### src/rtl/sar_seq.sv
module sar_seq #(
  parameter int W = 16
) (
  input  logic         clk,
  input  logic         rst_n,
  input  logic         cs_n,
  input  logic         wr_n,
  input  logic         cmp_ge,
  output logic [W-1:0] trial_code,
  output logic         busy,
  output logic         ser_data,
  output logic         ser_strobe_n,
  output logic         result_valid,
  output logic [W-1:0] result
);
  localparam int IW = $clog2(W);
  localparam logic [W-1:0] TOP = {1'b1, {(W-1){1'b0}}};
  localparam logic [IW-1:0] LAST = IW'(W - 1);

  logic          wr_q;
  logic          phase;
  logic          fin;
  logic [IW-1:0] idx;
  logic [W-1:0]  sar;

  wire fall  = wr_q & ~wr_n & ~cs_n;
  wire again = ~cs_n & ~wr_n;

  assign trial_code = sar;

  always_ff @(posedge clk) begin
    if (!rst_n) begin
      wr_q         <= 1'b0;
      busy         <= 1'b0;
      phase        <= 1'b0;
      fin          <= 1'b0;
      idx          <= '0;
      sar          <= '0;
      ser_data     <= 1'b0;
      ser_strobe_n <= 1'b1;
      result_valid <= 1'b0;
      result       <= '0;
    end else begin
      wr_q         <= wr_n;
      result_valid <= 1'b0;
      if (!busy) begin
        if (fall) begin
          busy  <= 1'b1;
          sar   <= TOP;
          idx   <= LAST;
          phase <= 1'b0;
        end
      end else if (fin) begin
        fin          <= 1'b0;
        ser_strobe_n <= 1'b1;
        if (again) begin
          sar   <= TOP;
          idx   <= LAST;
          phase <= 1'b0;
        end else begin
          busy <= 1'b0;
        end
      end else if (!phase) begin
        sar[idx]     <= cmp_ge;
        ser_data     <= cmp_ge;
        ser_strobe_n <= 1'b1;
        phase        <= 1'b1;
      end else begin
        ser_strobe_n <= 1'b0;
        phase        <= 1'b0;
        if (idx == '0) begin
          fin          <= 1'b1;
          result_valid <= 1'b1;
          result       <= sar;
        end else begin
          idx             <= idx - 1'b1;
          sar[idx - 1'b1] <= 1'b1;
        end
      end
    end
  end


  start_chk: assert property (@(posedge clk) disable iff (!rst_n)
    $rose(busy) |-> ($past(!cs_n && !wr_n) && trial_code == TOP));


  valid_pulse_chk: assert property (@(posedge clk) disable iff (!rst_n)
    result_valid |=> !result_valid);


  valid_in_busy_chk: assert property (@(posedge clk) disable iff (!rst_n)
    result_valid |-> busy);


  strobe_hold_chk: assert property (@(posedge clk) disable iff (!rst_n)
    $fell(ser_strobe_n) |-> $stable(ser_data));


  strobe_width_chk: assert property (@(posedge clk) disable iff (!rst_n)
    !ser_strobe_n |=> ser_strobe_n);


  idle_strobe_chk: assert property (@(posedge clk) disable iff (!rst_n)
    !busy |-> ser_strobe_n);
endmodule

### config.mk
export PLATFORM = sky130hd
export DESIGN_NAME = sar_seq
export DESIGN_NICKNAME = d
export VERILOG_FILES = /design/src/rtl/sar_seq.sv
export SDC_FILE = /design/constraint.sdc
export NUM_CORES = 1
export LEC_CHECK = 0
export BUFFER_PORTS_ARGS = -buffer_cell sky130_fd_sc_hd__buf_2
export CORE_MARGIN = 10
export CORE_UTILIZATION = 55
export DETAILED_ROUTE_END_ITERATION = 8
export GPL_TIMING_DRIVEN = 0
export PLACE_DENSITY = 0.84
export SKIP_CTS_REPAIR_TIMING = 1
export SLEW_MARGIN = 20
export SYNTH_ARGS = -nofsm -noshare
export SYNTH_HDL_FRONTEND = slang
export SYNTH_SLANG_ARGS = --single-unit
export TNS_END_PERCENT = 100
### constraint.sdc
create_clock -name clk -period 3.46 [get_ports clk]
set_input_delay 0.173 -clock clk [delete_from_list [all_inputs] [get_ports clk]]
set_output_delay 0.173 -clock clk [all_outputs]
set_load 0.01 [all_outputs]
==> metrics.md <==
| Metric | Value |
|---|---|
| Status | completed |
| Final Setup Violations | 0 |
| Area delta synth->final | 15.0% |
| Hold path cells | 2 |
| R2r worst-path depth | 8 |
| Syn_nets | 316 |
| Crit-path cells | inv_1 -> ha_1 -> buf_6 -> and4bb_1 -> a2bb2oi_2 -> buf_6 -> or4_1 -> a21oi_1 |
| Kind of critical path | reg -> reg |
| P_leak | 1.15 nW |
| Fin. Hold Viols | 0 |
| First-pass GRT wire length | 11.8 mm |
| Crit path required time | 3.69 ns |
| Grt ovf | 0 |
| CTS Buf Count | 5 |
| Worst reg2reg setup slack | 1.03 ns |
| CTS root buf | clkbuf_8 |
| Count leader, synth | a21oi_1 |
| DR pass1 iterations | 5 |
| Top cells by count, synth | a21oi_1 (44), dfxtp_1 (43), nand2_1 (43) |
| DRT iter0 DRCs | 392 |
| Top-area cell type share of the netlist area | 0.359 |
| Die Ht | 86.1 µm |
| Htree depth | 2 |
| Pin count of the biggest net entering global routing | 13 |
| Vias per cell | 6.42 |
| Die X | 86.1 µm |
| Slew HR | 0.595 |
| Routed WL | 7.24 mm |
| CTS tree | built |
| Reg clk slew, reported paths | 0.09 ns |
| WP depth | 8 |
| Worst path buffer plus inverter count | 3 |
| Logic gate share of total power | 0.146 |
| Crit path DAT | 2.66 ns |
| Area leader, netlist | dfxtp_1 |
| Crit path to | trial_code[6]$_SDFFE_PN0P_ |
| Crit Path Max Fanout | 11 |
| Antenna Nets Post-Route | 0 |
| Final nets | 362 |
| Vias in the first global route | 2395 |
| Clock tree buffer depth | 2 |
| # placed instances | 394 |
| Buffers on Ports | 39 |
| CTS Sinks | 43 |
| Ports | 41 |
| Net Sw Frac | 0.276 |
| Final Critical Period | 2.43 ns |
| Sequential area share after synthesis | 0.359 |
| Via count | 2575 |
| Slew @ Worst Pin | 0.603 ns |
| Max-cap violation count | 0 |
| Synth warnings | 0 |
| Int Power | 0.762 mW |
| Critical path's slowest cell | dfxtp_1 |
| Skew final | 0.0134 ns |
| Clock Latency Late Sink | 0.31 ns |
| Die Area | 7410 µm² |
| R2r startpoint | idx[0]$_SDFFE_PN0P_ |
| CP startpoint kind | flop |
| ANT cells | 0 |
| Cell variety after synth | 54 |
| Crit path from | idx[0]$_SDFFE_PN0P_ |
| CP dominant cell by count | buf_6 |
| Final cell count without fillers | 401 |
| Setup TNS | 0 ns |
| Pins Over Slew Limit | 0 |
| Core Region | 4120 µm² |
| Initial Util | 0.583 |
| FP Rows | 23 |
| Number of enable flip-flop cells after synthesis | 0 |
| Unrepaired setup endpoints after global routing | false |
| Main flop type after synthesis | dfxtp_1 |
| Area contributors post-synth | dfxtp_1 (36%), a21oi_1 (9.2%), nand2_1 (6.7%) |
| Worst R2R End | trial_code[6]$_SDFFE_PN0P_ |
| WHS | 0.0966 ns |
| Routed length per instance | 18.1 µm |
| Delay-heaviest family, CP | simple AND/OR/NAND/NOR gates |
| Worst Hold Class | in -> reg |
| Share of cells above drive strength 1 | 0.174 |
| DRC viols | 0 |
| Pwr per Cell Area | 381 nW/µm² |
| Slowest stage delay, CP | 0.54 ns |
| Cell Area, Synth | 2400 µm² |
| Clock power share | 0.369 |
| Part of the cycle the worst path needs | 0.702 |
| DP HPWL | 5.20 mm |
| Average size of a mapped cell | 7.87 µm² |
| Sequential power share | 0.486 |
| GPL Wtd Cong | 0.974 |
| Fillers | 362 |
| Peak supply drop | 0.000213 V |
| Max Fclk | 411 MHz |
| Total track usage | 0.193 |
| Initial antenna violation count | 0 |
| Async set-reset flop share out of synthesis | 0 |
| CP Capture Type | flop |
| Mapped Cells | 305 |
| #FFs+latches synth | 43 |
| Switching power | 0.290 mW |
[metal layers]
metal,up-vias,track usage,share of wire
met5,-,0,0
met4,0,0.0988,0.031
met3,27,0.0577,0.10
met2,163,0.289,0.45
met1,1174,0.244,0.42
li1,1211,-,-
[state kept, by name, indices dropped and copies added, names as in the netlist]
name and flops:
idx 4, wr_q 1, phase 1, fin 1, result 16, busy 1, ser_strobe_n 1, ser_data 1
trial_code 16, result_valid 1
[stage by stage]
stage	power (mW)	area, µm²	utilization	setup WS [ns]
after CTS	1.04	2760	0.671	1.08
final	1.05	2760	0.671	1.03
after detailed placement	0.668	2660	0.646	1.11
after global routing	1.09	2760	0.671	0.938
after floorplan	0.625	2400	-	1.36
after global placement	0.668	2660	0.646	1.17
[cell type report]
| type | instances | area, µm² | share of cell area |
|---|---|---|---|
| Tap cell | 50 | 62.6 | 0.0227 |
| Clock buffer | 6 | 72.6 | 0.0263 |
| Inverter | 8 | 30.0 | 0.0109 |
| Timing Repair Buffer | 39 | 195 | 0.0707 |
| Sequential cell | 43 | 861 | 0.312 |
| Buffer | 27 | 144 | 0.0521 |
| Multi-Input combinational cell | 227 | 1370 | 0.495 |
| Clock inverter | 1 | 30.0 | 0.0109 |
[power groups by stage]
stage	registers (mW)	logic (mW)	clock network [mW]
finish	0.511	0.153	0.388
floorplan	0.521	0.104	0
global route	0.512	0.166	0.408
CTS	0.510	0.147	0.387
detailed placement	0.522	0.146	0
global placement	0.522	0.146	0
[kinds of logic after synthesis]
group,Yosys count,synth area share
AOI/OAI and AO/OA,111,0.295
adders and majority gates,6,0.0313
buffers and inverters,35,0.0725
DFF,43,0.359
muxes,1,0.00469
and+or+nand+nor,109,0.238
[worst min path at each step]
| stage | start | to | slack [ns] |
|---|---|---|---|
| after floorplan | wr_n | wr_q$_SDFF_PN0_ | 0.29 |
| after global placement | wr_n | wr_q$_SDFF_PN0_ | 0.41 |
| after detailed placement | wr_n | wr_q$_SDFF_PN0_ | 0.41 |
| after CTS | wr_n | wr_q$_SDFF_PN0_ | 0.1 |
| after global routing | wr_n | wr_q$_SDFF_PN0_ | 0.11 |
| final | wr_n | wr_q$_SDFF_PN0_ | 0.1 |
[placed cells by master, fill, tap and decap left out, types with 5 or more instances in the layout]
cell	netlist	routed
clkbuf_1	14	15
nand2_1	43	43
inv_1	7	7
o21ai_1	5	5
ha_1	6	6
o21ai_0	21	21
dfxtp_1	43	43
o41ai_1	5	5
a21oi_1	44	44
nand2b_1	6	6
nor2_1	16	16
and3_1	5	5
clkbuf_8	0	5
a221oi_1	9	9
buf_2	7	46
or4_1	5	5
No activity file was read; power rests on OpenSTA's default activity.
